$ cat src/rtl/pixhit_pkg.sv
package pixhit_pkg;

  localparam int unsigned PH_MEMS = 3;

  typedef enum logic {
    CFG_PULSE_EN = 1'b0,
    CFG_MASK     = 1'b1
  } cfg_tgt_e;

  typedef enum logic {
    PK_DIGITAL = 1'b0,
    PK_ANALOG  = 1'b1
  } pulse_kind_e;

  // next value of one hit memory: a clear has priority over a set
  function automatic logic mem_next(input logic q, input logic set, input logic clr);
    return clr ? 1'b0 : (q | set);
  endfunction

  // falling edge seen between the registered and the current level
  function automatic logic fell(input logic prev, input logic cur);
    return prev & ~cur;
  endfunction

endpackage

$ cat src/rtl/pixhit_cfg.sv
module pixhit_cfg
  import pixhit_pkg::*;
(
  input  logic clk,
  input  logic rst_n,
  input  logic col_i,
  input  logic row_i,
  input  logic tgt_i,
  input  logic data_i,
  output logic mask_q,
  output logic pen_q
);

  logic addr_hit;
  logic wr_mask;
  logic wr_pen;

  assign addr_hit = col_i & row_i;
  assign wr_mask  = addr_hit & (cfg_tgt_e'(tgt_i) == CFG_MASK);
  assign wr_pen   = addr_hit & (cfg_tgt_e'(tgt_i) == CFG_PULSE_EN);

  always_ff @(posedge clk or negedge rst_n) begin
    if (!rst_n) begin
      mask_q <= 1'b0;
      pen_q  <= 1'b0;
    end else begin
      if (wr_mask) mask_q <= data_i;
      if (wr_pen)  pen_q  <= data_i;
    end
  end

  // unaddressed cycles leave both bits alone
  a_r9_no_write: assert property (@(posedge clk) disable iff (!rst_n)
    !(col_i && row_i) |=> ($stable(mask_q) && $stable(pen_q)));

  // an addressed mask write lands the data and spares pulse enable
  a_r9_mask_write: assert property (@(posedge clk) disable iff (!rst_n)
    (col_i && row_i && tgt_i) |=> (mask_q == $past(data_i)) && $stable(pen_q));

  // an addressed pulse-enable write lands the data and spares the mask
  a_r9_pen_write: assert property (@(posedge clk) disable iff (!rst_n)
    (col_i && row_i && !tgt_i) |=> (pen_q == $past(data_i)) && $stable(mask_q));

endmodule

$ cat src/rtl/pixhit_pulse.sv
module pixhit_pulse
  import pixhit_pkg::*;
(
  input  logic clk,
  input  logic rst_n,
  input  logic pen_i,
  input  logic kind_i,
  input  logic pulse_i,
  output logic dpulse_o,
  output logic apulse_o
);

  logic gated;

  assign gated    = pen_i & pulse_i;
  assign dpulse_o = gated & (pulse_kind_e'(kind_i) == PK_DIGITAL);
  assign apulse_o = gated & (pulse_kind_e'(kind_i) == PK_ANALOG);

  // nothing leaves the cell while pulsing is disabled
  a_r11_gated: assert property (@(posedge clk) disable iff (!rst_n)
    !pen_i |-> (!dpulse_o && !apulse_o));

  // the two routes never fire together
  a_r10_exclusive: assert property (@(posedge clk) disable iff (!rst_n)
    !(dpulse_o && apulse_o));

endmodule

$ cat src/rtl/pixhit_bit.sv
module pixhit_bit
  import pixhit_pkg::*;
(
  input  logic clk,
  input  logic rst_n,
  input  logic set_i,
  input  logic clr_i,
  output logic q_o
);

  always_ff @(posedge clk or negedge rst_n) begin
    if (!rst_n) q_o <= 1'b0;
    else        q_o <= mem_next(q_o, set_i, clr_i);
  end

  // a clear always lands, even against a simultaneous set
  a_r7_clear_wins: assert property (@(posedge clk) disable iff (!rst_n)
    clr_i |=> !q_o);

  // a set without clear lands
  a_r2_set: assert property (@(posedge clk) disable iff (!rst_n)
    (set_i && !clr_i) |=> q_o);

  // a stored hit is held until cleared
  a_r2_hold: assert property (@(posedge clk) disable iff (!rst_n)
    (q_o && !clr_i) |=> q_o);

endmodule

$ cat src/rtl/pixhit_rdo.sv
module pixhit_rdo
  import pixhit_pkg::*;
#(
  parameter int unsigned NUM_MEM = PH_MEMS
) (
  input  logic               clk,
  input  logic               rst_n,
  input  logic               enc_clr_i,
  input  logic [NUM_MEM-1:0] memsel_n,
  input  logic [NUM_MEM-1:0] state_i,
  input  logic               mask_i,
  output logic               enc_fall_o,
  output logic [NUM_MEM-1:0] sel_clr_o,
  output logic               hit_state_o
);

  logic               enc_q;
  logic [NUM_MEM-1:0] sel;
  logic               any_sel;

  always_ff @(posedge clk or negedge rst_n) begin
    if (!rst_n) enc_q <= 1'b0;
    else        enc_q <= enc_clr_i;
  end

  assign sel        = ~memsel_n;
  assign enc_fall_o = fell(enc_q, enc_clr_i);
  assign any_sel    = |(state_i & sel);
  assign hit_state_o = any_sel & ~mask_i;

  for (genvar i = 0; i < NUM_MEM; i++) begin : g_clr
    assign sel_clr_o[i] = enc_fall_o & sel[i];
  end

  // a masked pixel shows nothing
  a_r8_masked: assert property (@(posedge clk) disable iff (!rst_n)
    mask_i |-> !hit_state_o);

  // the rising edge of the encoder clear clears nothing
  a_r5_no_rise_clear: assert property (@(posedge clk) disable iff (!rst_n)
    enc_clr_i |-> (sel_clr_o == '0));

  // clears only reach selected memories
  a_r5_sel_only: assert property (@(posedge clk) disable iff (!rst_n)
    (sel_clr_o & memsel_n) == '0);

endmodule

$ cat src/rtl/pixel_hit_cell.sv
module pixel_hit_cell
  import pixhit_pkg::*;
#(
  parameter int unsigned NUM_MEM = PH_MEMS
) (
  input  logic               clk,
  input  logic               rst_n,
  input  logic               fe_hit_n,
  input  logic [NUM_MEM-1:0] strobe_n,
  input  logic [NUM_MEM-1:0] memsel_n,
  input  logic               gclr_n,
  input  logic               enc_clr_i,
  input  logic               cfg_data_i,
  input  logic               cfg_col_i,
  input  logic               cfg_row_i,
  input  logic               cfg_tgt_i,
  input  logic               pulse_kind_i,
  input  logic               pulse_i,
  output logic               hit_state_o,
  output logic               dpulse_o,
  output logic               apulse_o
);

  logic               mask_q;
  logic               pen_q;
  logic               hit_eff;
  logic               enc_fall;
  logic [NUM_MEM-1:0] sel_clr;
  logic [NUM_MEM-1:0] mem_set;
  logic [NUM_MEM-1:0] mem_clr;
  logic [NUM_MEM-1:0] state_q;

  pixhit_cfg u_cfg (
    .clk    (clk),
    .rst_n  (rst_n),
    .col_i  (cfg_col_i),
    .row_i  (cfg_row_i),
    .tgt_i  (cfg_tgt_i),
    .data_i (cfg_data_i),
    .mask_q (mask_q),
    .pen_q  (pen_q)
  );

  pixhit_pulse u_pulse (
    .clk      (clk),
    .rst_n    (rst_n),
    .pen_i    (pen_q),
    .kind_i   (pulse_kind_i),
    .pulse_i  (pulse_i),
    .dpulse_o (dpulse_o),
    .apulse_o (apulse_o)
  );

  // a digital test pulse behaves exactly like a front-end hit
  assign hit_eff = ~fe_hit_n | dpulse_o;

  for (genvar i = 0; i < NUM_MEM; i++) begin : g_mem
    assign mem_set[i] = ~strobe_n[i] & hit_eff;
    assign mem_clr[i] = ~gclr_n | sel_clr[i];

    pixhit_bit u_bit (
      .clk   (clk),
      .rst_n (rst_n),
      .set_i (mem_set[i]),
      .clr_i (mem_clr[i]),
      .q_o   (state_q[i])
    );
  end

  pixhit_rdo #(.NUM_MEM(NUM_MEM)) u_rdo (
    .clk         (clk),
    .rst_n       (rst_n),
    .enc_clr_i   (enc_clr_i),
    .memsel_n    (memsel_n),
    .state_i     (state_q),
    .mask_i      (mask_q),
    .enc_fall_o  (enc_fall),
    .sel_clr_o   (sel_clr),
    .hit_state_o (hit_state_o)
  );

  // a global clear empties every memory
  a_r6_global_clear: assert property (@(posedge clk) disable iff (!rst_n)
    !gclr_n |=> (state_q == '0));

  // with all strobes closed and no clear, memories do not move
  a_r3_closed: assert property (@(posedge clk) disable iff (!rst_n)
    (&strobe_n && gclr_n && !enc_fall) |=> (state_q == $past(state_q)));

  // without pulse enable, a pulse with a quiet front-end sets nothing
  a_r11_no_set: assert property (@(posedge clk) disable iff (!rst_n)
    (!pen_q && fe_hit_n) |-> (mem_set == '0));

endmodule

$ cat config.mk
export PLATFORM = sky130hd
export DESIGN_NAME = pixel_hit_cell
export DESIGN_NICKNAME = d
export VERILOG_FILES = /design/src/rtl/pixhit_pkg.sv /design/src/rtl/pixhit_cfg.sv /design/src/rtl/pixhit_pulse.sv /design/src/rtl/pixhit_bit.sv /design/src/rtl/pixhit_rdo.sv /design/src/rtl/pixel_hit_cell.sv
export SDC_FILE = /design/constraint.sdc
export NUM_CORES = 1
export LEC_CHECK = 0
export BUFFER_PORTS_ARGS = -buffer_cell sky130_fd_sc_hd__clkbuf_2
export CAP_MARGIN = 0
export CORE_AREA = 8 8 45 47
export CTS_CLUSTER_DIAMETER = 150
export DETAILED_ROUTE_END_ITERATION = 12
export DIE_AREA = 0 0 53 55
export GPL_ROUTABILITY_DRIVEN = 0
export GPL_TIMING_DRIVEN = 0
export SLEW_MARGIN = 20
export SYNTH_ARGS = -nofsm -noshare
export SYNTH_HDL_FRONTEND = slang
export SYNTH_SLANG_ARGS = --single-unit
$ cat constraint.sdc
create_clock -name clk -period 1.6 [get_ports clk]
set_input_delay 0.24 -clock clk [delete_from_list [all_inputs] [get_ports clk]]
set_output_delay 0.24 -clock clk [all_outputs]
set_load 0.1 [all_outputs]
### Word-level counts from Yosys, hierarchy flattened

Cells that the tools add are included.

| operators by class | value |
|---|---|
| add/subtract/negate cells | 0 |
| multiply operators | 0 |
| div/mod/pow operators | 0 |
| magnitude comparators | 0 |
| eq/ne operators | 0 |
| shifts and indexed selects | 0 |
| muxes and demuxes | 3 |
| bitwise logic cells | 32 |
| reductions and logical operators | 1 |

Operators with widths:

| cell | count |
|---|---|
| bitwise AND 1 bit | 14 |
| NOT 1 bit | 9 |
| bitwise OR 1 bit | 7 |
| bitwise AND 3 bit | 1 |
| two-way mux 1 bit | 3 |
| NOT 3 bit | 1 |
| OR reduction 3 bit | 1 |

| word-level totals | value |
|---|---|
| bits in registers | 6 |
| bits in latches | 0 |
| memory bits (writable) | 0 |
| bits in read-only memories | 0 |
| output and inout port bits | 3 |
| logic and storage cells | 42 |
| memories kept | 0 |

### Longest topological paths before layout

Gate-level depths: netlist of run 1.

| depth | value |
|---|---|
| word-level depth | 6 |
| gate-level depth with buffers | 2 |
| mapped depth without buffers | 2 |

### Hierarchy

Synthesis of run 1 repeated with hierarchy kept, for this count alone.

| unflattened totals | value |
|---|---|
| cells, all modules | 31 |
| area, all modules | 332.8 um2 |

Modules (own cells, without submodules):

| module | instances | cells each | area each (um2) | seq. area each (um2) |
|---|---|---|---|---|
| pixhit_bit | 3 | 2 | 35.0 | 25.0 |
| pixhit_cfg | 1 | 6 | 88.8 | 50.0 |
| pixhit_rdo | 1 | 10 | 78.8 | 25.0 |
| pixel_hit_cell | 1 | 7 | 43.8 | 0.0 |
| pixhit_pulse | 1 | 2 | 16.3 | 0.0 |

### Worst setup path after synthesis of run 1

Ideal clock, no wire load.

| timing path | value |
|---|---|
| path type | flip-flop to output port |
| from | reg g_mem[0].u_bit.q_o |
| to | out hit_state_o |
| data arrival time | 2.037 ns |
| required time | 1.360 ns |
| path slack | -0.677 ns |
| stages on the path, launching flop included | 3 |
| buffers on the path | 0 |
| cell sequence | dfrtp_1 nand2b_1 a31oi_1 |

| on the way | value |
|---|---|
| cells in the longest elaborated chain, start to end | 3 |

RTL lines:

| what | line | text |
|---|---|---|
| start, declared | pixhit_bit.sv:8 | `output logic q_o` |
| start signal, assigned | pixhit_bit.sv:13 | `else q_o <= mem_next(q_o, set_i, clr_i);` |
| bitwise AND 3 bit | pixhit_rdo.sv:28 | `assign any_sel = \|(state_i & sel);` |
| OR reduction 3 bit | pixhit_rdo.sv:28 |  |
| bitwise AND 1 bit | pixhit_rdo.sv:29 | `assign hit_state_o = any_sel & ~mask_i;` |
| end, declared | pixel_hit_cell.sv:19 | `output logic hit_state_o,` |

Every way passes these cells.

### Worst setup path after layout of run 1

| timing path | value |
|---|---|
| from | reg u_cfg.pen_q |
| to | out apulse_o |

| on the way | value |
|---|---|
| cells in the longest elaborated chain, start to end | 2 |

RTL lines:

| what | line | text |
|---|---|---|
| start, declared | pixhit_cfg.sv:11 | `output logic pen_q` |
| start signal, assigned | pixhit_cfg.sv:28 | `if (wr_pen) pen_q <= data_i;` |
| bitwise AND 1 bit | pixhit_pulse.sv:15 | `assign gated = pen_i & pulse_i;` |
| bitwise AND 1 bit | pixhit_pulse.sv:17 | `assign apulse_o = gated & (pulse_kind_e'(kind_i) == PK_ANALOG);` |
| end, declared | pixel_hit_cell.sv:21 | `output logic apulse_o` |

Every way passes these cells.

==> qor.csv, run 1 <==
metric;value;unit
endpoint_kind;primary output;
syn-num-nets;44;
synth_top_area_share;46.2;%
synthTopCellsByArea;dfrtp_1 (46%), and4bb_1 (12%), o221a_1 (10%);
syn_avg_cell_area;12.0;um2
p_total;0.433;mW
track_usage;6.33;%
ir_worst_vdd;0.000444;V
dieArea;2920;um2
crit_chain;and3_2 -> clkbuf_2;
final_cell_mix;clkbuf_2 (18), dfrtp_1 (6), nand2b_1 (4);
p_per_area;899;nW/um2
drt_wl_total;782;um
final-instance-count-excl-fill;66;
seq_area_frac_synth;46.2;%
cts_sinks;6;
n_fill_cell;156;
routedWlPerCell;11.8;um
p_leak;0.238;nW
rows;14;
final_antenna_net_count;0;
worstMarginPinSlew;0.544;ns
placed_cell_area;449;um2
rsz0062_at_grt;no;
placed_cells;62;
slew_headroom;63.9;%
n_antenna_cell;0;
yosysWarnings;0;
area_growth_syn_to_layout;48.1;%
synthesis.area;325;um2
netlist_instances;27;
regToRegSetupSlack;0.59;ns
crit_path_start_kind;register;
post-route-drc-count;0;
fmax;666;MHz
ys_ff_latch;6;
firstDrtPassIters;2;
finalHoldViolCount;0;
maxCapViolCount;0;
yosysUniqueCellTypes;13;
maxSlewViolCount;0;
fin_util;34.8;%
min_delay_path_depth;1;
clkLatencyLatePin;0.23;ns
crit_type;reg -> out;
tritoncts;yes;
cts-htree-levels;1;
cts_max_path_buffers;2;
initial_utilization;23.5;%
grt_pass1_wl;1320;um
dieHeight;55;um
portBuffers;19;
period_needed;1.50;ns
crit_fanout;6;
critPathArrivalTime;1.26;ns
fin_crit_sh;93.8;%
clkSlewWorstSetupHoldPaths;0.04;ns
grt_pass1_vias;359;
cts_post_setup_buffers_inserted;0;
vias;305;
drive_gt1_share;52.0;%
design_area;482;um2
clock_skew;0.00205;ns
final_common_cell;clkbuf_2;
status;completed;
avgViaCountPerCell;4.62;
fp.coreArea;1380;um2
grt_max_degree;7;
yosysTopAreaCell;dfrtp_1;
die_width;53;um
antenna_found_initial;0;
reg2reg_depth;2;
fin_tns_setup;0;ns
cp_slowest_cell;clkbuf_2;
grt_remaining_overflow;0;
cp.required;1.36;ns
finalSetupViolations;0;
ios;20;
dr.first_iter.drc_count;2;
min_path_type;in -> reg;
clock-root-buffer;clkbuf_4;
nNetsFinal;69;
critical-path-max-stage-delay;0.45;ns
numCtsBuffers;3;
[metrics by stage]
step	hold WS, ns	setup slack [ns]
6_report	0.126	0.0995
5_1_grt	0.118	0.0215
4_1_cts	0.110	0.0406
3_5_place_dp	0.0736	0.228
3_3_place_gp	0.0752	0.231
2_1_floorplan	-0.0556	-0.0145
[state kept, by name, indices dropped and copies added, names as in the netlist]
name	cells
g_mem.u_bit.q_o	3
u_cfg.mask_q	1
u_rdo.enc_q	1
u_cfg.pen_q	1
[power breakdown]
part	leakage (nW)	switching, mW	total (mW)	internal, mW
combinational	0.149	0.0769	0.123	0.0458
clock	0.0138	0.0453	0.129	0.0842
sequential	0.0750	0.0118	0.181	0.169
[cell usage after synthesis]
master / number
mux2_1: 1
mux2_2: 1
nand2b_1: 4
o21bai_1: 3
o221a_1: 3
and4bb_1: 3
nand2_1: 1
a31oi_1: 1
nor2_1: 1
nand3_1: 1
dfrtp_1: 6
and3_2: 1
nand3b_1: 1
[final cells by class]
class                           instances  area, um2  share of cell area [%]
Multi-Input combinational cell         21        184                    38.2
Tap cell                               16       20.0                    4.16
Timing Repair Buffer                   20        105                    21.8
Sequential cell                         6        150                    31.2
Clock buffer                            3       22.5                    4.68
[per-layer routing]
metal / vias up / wire length [um] / track usage (%)
met5: - / 0 / 0
met4: 0 / 0 / 5.17
met2: 12 / 379 / 10.7
li1: 158 / - / -
met3: 0 / 108 / 2.94
met1: 135 / 295 / 5.74
[cells by family after synthesis]
kind of cell | share of synthesized area (%)
DFF | 46.2
muxes | 6.92
and+or+nand+nor | 27.7
AOI/OAI and AO/OA | 19.2
[repair_timing]
action,CTS,global route
hold buffers,1,0
endpoints found under the setup margin,0,1
hold endpoints to repair,6,0
gates resized for setup,0,1
[worst paths after layout]
kind                                                 to                startpoint
max in group asynchronous       u_cfg.pen_q$_DFFE_PN0P_                     rst_n
max                                            apulse_o   u_cfg.pen_q$_DFFE_PN0P_
min                               u_rdo.enc_q$_DFF_PN0_                 enc_clr_i
max reg2reg                g_mem[0].u_bit.q_o$_DFF_PN0_   u_cfg.pen_q$_DFFE_PN0P_
min in group asynchronous         u_rdo.enc_q$_DFF_PN0_                     rst_n
min reg2reg                    u_cfg.mask_q$_DFFE_PN0P_  u_cfg.mask_q$_DFFE_PN0P_
[critical path, delay by kind of cell (launching register included)]
kind                   cells  cell delay [ns]
AND/OR/NAND/NOR            1             0.19
buffers and inverters      1             0.45
flip-flops                 1             0.39
No activity file was read; power rests on OpenSTA's default activity.
==> run 2: changes to the inputs <==
TNS_END_PERCENT = 50   (was not set)
clock period = 1.5 ns   (was 1.6 ns; I/O delays follow)
==> run 2 against run 1 <==
Effect of this change: via count unchanged; hold slack got worse by 0.015 ns; count of clock-buffer cells in the layout unchanged; non-clock buffer count unchanged; largest power group unchanged.
==> qor.csv, run 2 (same netlist as run 1, synthesis figures left out) <==
metric;value;unit;change
cts_max_path_buffers;2;;unchanged
cts-htree-levels;1;;unchanged
initial_utilization;23.5;%;unchanged
clkSlewWorstSetupHoldPaths;0.04;ns;about the same
placed_cells;62;;unchanged
endpoint_kind;primary output;;
n_antenna_cell;0;;unchanged
worstMarginPinSlew;0.303;ns;-0.240 ns
fin_tns_setup;0;ns;unchanged
p_per_area;951;nW/um2;+5.8%
min_path_type;in -> reg;;
avgViaCountPerCell;4.62;;unchanged
nNetsFinal;69;;unchanged
grt_max_degree;7;;unchanged
regMostFlops;g_mem.u_bit.q_o;;
fmax;718;MHz;
crit_path_start_kind;register;;
clkLatencyLatePin;0.23;ns;about the same
final_common_cell;clkbuf_2;;
drive_gt1_share;52.0;%;unchanged
slew_headroom;79.9;%;+16 points
design_area;489;um2;+1.6%
rsz0062_at_grt;no;;
die_width;53;um;unchanged
critPathArrivalTime;1.17;ns;-0.09 ns
tritoncts;yes;;
p_total;0.465;mW;+7.4%
maxSlewViolCount;0;;unchanged
cp.required;1.27;ns;-0.09 ns
largest_reg_flops;3;;unchanged
post-route-drc-count;0;;unchanged
antenna_found_initial;0;;unchanged
dieHeight;55;um;unchanged
critical-path-max-stage-delay;0.35;ns;-0.10 ns
final_cell_mix;clkbuf_2 (16), clkbuf_4 (6), dfrtp_1 (6), nand2b_1 (4);;
ios;20;;unchanged
pre_cts_slack;0.158;ns;-0.0700 ns
numCtsBuffers;3;;unchanged
status;completed;;
fp.coreArea;1380;um2;unchanged
area_growth_syn_to_layout;50.4;%;
fin_ws;0.107;ns;+0.00730 ns
crit_chain;nand2b_1 -> a31oi_2 -> clkbuf_4;;
clock_skew;0.00205;ns;unchanged
fin_util;35.4;%;+0.54 points
placed_cell_area;449;um2;unchanged
p_leak;0.238;nW;about the same
dr.first_iter.drc_count;2;;unchanged
maxCapViolCount;0;;unchanged
cp_slowest_cell;dfrtp_1;;
grt_pass1_wl;1320;um;unchanged
period_needed;1.39;ns;
cts_sinks;6;;unchanged
vias;305;;unchanged
fin_crit_sh;92.9;%;
finalHoldViolCount;0;;unchanged
whs;0.111;ns;-0.0150 ns
crit_type;reg -> out;;
crit_fanout;2;;-4
rows;14;;unchanged
track_usage;6.33;%;unchanged
clock-root-buffer;clkbuf_4;;
ir_worst_vdd;0.000477;V;+7.5%
grt_pass1_vias;359;;unchanged
finalSetupViolations;0;;unchanged
grt_remaining_overflow;0;;unchanged
firstDrtPassIters;2;;unchanged
routedWlPerCell;11.8;um;-0.26%
portBuffers;19;;unchanged
dieArea;2920;um2;unchanged
drt_wl_total;780;um;-0.26%
final_antenna_net_count;0;;unchanged
n_fill_cell;156;;unchanged
final-instance-count-excl-fill;66;;unchanged
cts_post_setup_buffers_inserted;0;;unchanged
## run 2: cell types whose count changed in the layout (fill, tap and decap cells not counted), sizes merged
cell | previous run | this run
buf | 1 | 0
clkbuf | 21 | 22
## run 2: area by class of cell
| class | instances | area (um2) | area share (%) |
|---|---|---|---|
| Tap cell | 16 | 20.0 | 4.09 |
| Sequential cell | 6 | 150 | 30.7 |
| Timing Repair Buffer | 20 | 113 | 23.0 |
| Multi-Input combinational cell | 21 | 184 | 37.6 |
| Clock buffer | 3 | 22.5 | 4.60 |
## run 2: report_power, final
group,internal [mW],leakage [nW],switching (mW)
clock network,0.0898,0.0138,0.0483
logic,0.0522,0.149,0.0821
registers,0.180,0.0750,0.0126
total,0.322,0.238,0.143
## run 2: final timing paths
path,from,endpoint,slack (ns),cells past startpoint
min in group asynchronous,rst_n,u_rdo.enc_q$_DFF_PN0_,0.34,2
worst max-delay path,g_mem[0].u_bit.q_o$_DFF_PN0_,hit_state_o,0.11,3
worst min-delay path,enc_clr_i,u_rdo.enc_q$_DFF_PN0_,0.11,1
max in group asynchronous,rst_n,u_cfg.pen_q$_DFFE_PN0P_,1.01,2
worst max register to register,u_cfg.pen_q$_DFFE_PN0P_,g_mem[0].u_bit.q_o$_DFF_PN0_,0.49,2
worst min register to register,u_cfg.mask_q$_DFFE_PN0P_,u_cfg.mask_q$_DFFE_PN0P_,0.53,1
## run 2: worst max-delay path, delay by kind of cell, from the launching register on
family	cells	cell delay, ns
AO/OA/AOI/OAI	1	0.16
flip-flops	1	0.35
buffers and inverters	1	0.35
AND/OR/NAND/NOR	1	0.08
## run 2: timing repair
action                                 4_1_cts  5_1_grt
gates resized for setup                      2        2
cloned                                       0        0
setup endpoints to repair                    2        1
endpoints found under the hold margin        6        0
hold buffers                                 1        0
## run 2: routing by layer
metal,track usage [%],wire length [um],vias to the layer above
li1,-,-,158
met1,5.74,293,135
met2,10.7,379,12
met3,2.94,107,0
met4,5.17,0,0
met5,0,0,-
==> run 3: changes to the inputs <==
CELL_PAD_IN_SITES_DETAIL_PLACEMENT = 1   (was not set)
CELL_PAD_IN_SITES_GLOBAL_PLACEMENT = 2   (was not set)
CORE_AREA = not set   (was 8 8 45 47)
CORE_MARGIN = 8   (was not set)
CORE_UTILIZATION = 22   (was not set)
DIE_AREA = not set   (was 0 0 53 55)
PLACE_DENSITY_LB_ADDON = 0.1   (was not set)
==> run 3 against run 2 <==
Effect of this change: via count grew 2.3%; combinational power is essentially flat; non-clock buffer count is the same; count of clock-buffer cells in the layout is the same; first-iteration DRC count shrank 100%; hold slack lost 0.0077 ns; die area grew 1.7%; power grew 2.3%; critical path type unchanged.
==> qor.csv, run 3 (same netlist as run 1, synthesis figures left out) <==
metric;value;unit;change
cts-htree-levels;1;;unchanged
p_leak;0.238;nW;unchanged
cp_slowest_cell;dfrtp_1;;
rr_endpoint;g_mem[0].u_bit.q_o$_DFF_PN0_;;
fin_util;34.1;%;-1.3 points
fin_tns_setup;0;ns;unchanged
antenna_found_initial;0;;unchanged
grt_pass1_wl;1600;um;+21%
area_growth_syn_to_layout;50.4;%;unchanged
final_cell_mix;clkbuf_2 (16), clkbuf_4 (6), dfrtp_1 (6), nand2b_1 (4);;
cp_num_buf_inv;1;;unchanged
rows;14;;unchanged
largest_reg_flops;3;;unchanged
avgViaCountPerCell;4.73;;+2.3%
finalHoldViolCount;0;;unchanged
pre_cts_slack;0.154;ns;-0.00391 ns
n_antenna_cell;0;;unchanged
reg2reg_depth;2;;unchanged
cp_num_cells;2;;-1
slew_headroom;79.8;%;-0.11 points
path_delay_family;flip-flops;;
holdPathEnd;u_rdo.enc_q$_DFF_PN0_;;
hpwl;914;um;
ir_worst_vdd;0.000494;V;+3.6%
dieHeight;54.5;um;-0.99%
maxCapViolCount;0;;unchanged
critPathArrivalTime;1.18;ns;about the same
period_needed;1.40;ns;+0.0102 ns
final_antenna_net_count;0;;unchanged
fin_ws;0.0966;ns;-0.0102 ns
numCtsBuffers;3;;unchanged
die_width;54.5;um;+2.7%
dieArea;2970;um2;+1.7%
fp.coreArea;1440;um2;+3.8%
worstMarginPinSlew;0.305;ns;+0.00163 ns
regMostFlops;g_mem.u_bit.q_o;;
hold_start;enc_clr_i;;
grt_pass1_vias;368;;+2.5%
crit_chain;and3_2 -> clkbuf_4;;
vias;312;;+2.3%
clkSlewWorstSetupHoldPaths;0.04;ns;about the same
fin_crit_sh;93.6;%;+0.68 points
endpoint_kind;primary output;;
crit_path_start_kind;register;;
regToRegSetupSlack;0.46;ns;-0.03 ns
post-route-drc-count;0;;unchanged
status;completed;;
ios;20;;unchanged
finalSetupViolations;0;;unchanged
cts_sinks;6;;unchanged
crit_fanout;6;;+4
drive_gt1_share;52.0;%;unchanged
cts_post_setup_buffers_inserted;0;;unchanged
grt_max_degree;7;;unchanged
fmax;713;MHz;-0.72%
p_per_area;972;nW/um2;+2.3%
min_path_type;in -> reg;;
cp.required;1.27;ns;about the same
clock-root-buffer;clkbuf_4;;
final_common_cell;clkbuf_2;;
nNetsFinal;69;;unchanged
portBuffers;19;;unchanged
rr_startpoint;u_cfg.pen_q$_DFFE_PN0P_;;
rsz0062_at_grt;no;;
routedWlPerCell;15.5;um;+31%
clock_skew;0.00486;ns;+0.00282 ns
tritoncts;yes;;
firstDrtPassIters;1;;-1
cts_max_path_buffers;2;;unchanged
clkLatencyLatePin;0.24;ns;about the same
grt_remaining_overflow;0;;unchanged
track_usage;7.48;%;+1.1 points
dr.first_iter.drc_count;0;;-2
maxSlewViolCount;0;;unchanged
drt_wl_total;1020;um;+31%
min_delay_path_depth;1;;unchanged
initial_utilization;22.6;%;-0.86 points
crit_type;reg -> out;;
critical-path-max-stage-delay;0.42;ns;+0.07 ns
run 3: cell type report:
cell class,count,area [um2]
fill,183,947
multi-input combinational,21,184
sequential,6,150
timing repair buffer,20,113
clock buffer,3,22.5
tap,16,20.0
run 3: metrics by stage:
stage / power (mW) / hold slack (ns) / cell area [um2] / std cells
floorplan: 0.281 / -0.0706 / 334 / 27
global placement: 0.325 / 0.0596 / 449 / 62
detailed placement: 0.330 / 0.0598 / 449 / 62
CTS: 0.488 / 0.0949 / 489 / 66
global route: 0.506 / 0.0971 / 489 / 66
finish: 0.476 / 0.103 / 489 / 66
run 3: repair_timing:
item,CTS,global route
resized for setup,3,0
endpoints found under the hold margin,6,0
endpoints found under the setup margin,3,0
hold buffers,1,0
run 3: power by group:
part	internal, mW	switching (mW)	total, mW	leakage [nW]
Combinational	0.0521	0.0842	0.136	0.149
Sequential	0.180	0.0149	0.195	0.0750
Clock	0.0902	0.0541	0.144	0.0138
Total	0.322	0.153	0.476	0.238
run 3: layer usage:
metal	vias to the layer above	routed length [um]	global-route usage, %
li1	156	-	-
met3	0	57	4.62
met2	7	588	13.9
met4	0	0	1.23
met5	-	0	0
met1	149	376	6.85
run 3: worst max path at each step:
stage,end,startpoint,slack [ns]
2_1_floorplan,hit_state_o,g_mem[0].u_bit.q_o$_DFF_PN0_,-0.1
3_3_place_gp,hit_state_o,memsel_n[2],0.16
3_5_place_dp,hit_state_o,memsel_n[0],0.15
4_1_cts,hit_state_o,g_mem[0].u_bit.q_o$_DFF_PN0_,0.07
5_1_grt,hit_state_o,g_mem[0].u_bit.q_o$_DFF_PN0_,0.03
6_report,apulse_o,u_cfg.pen_q$_DFFE_PN0P_,0.1
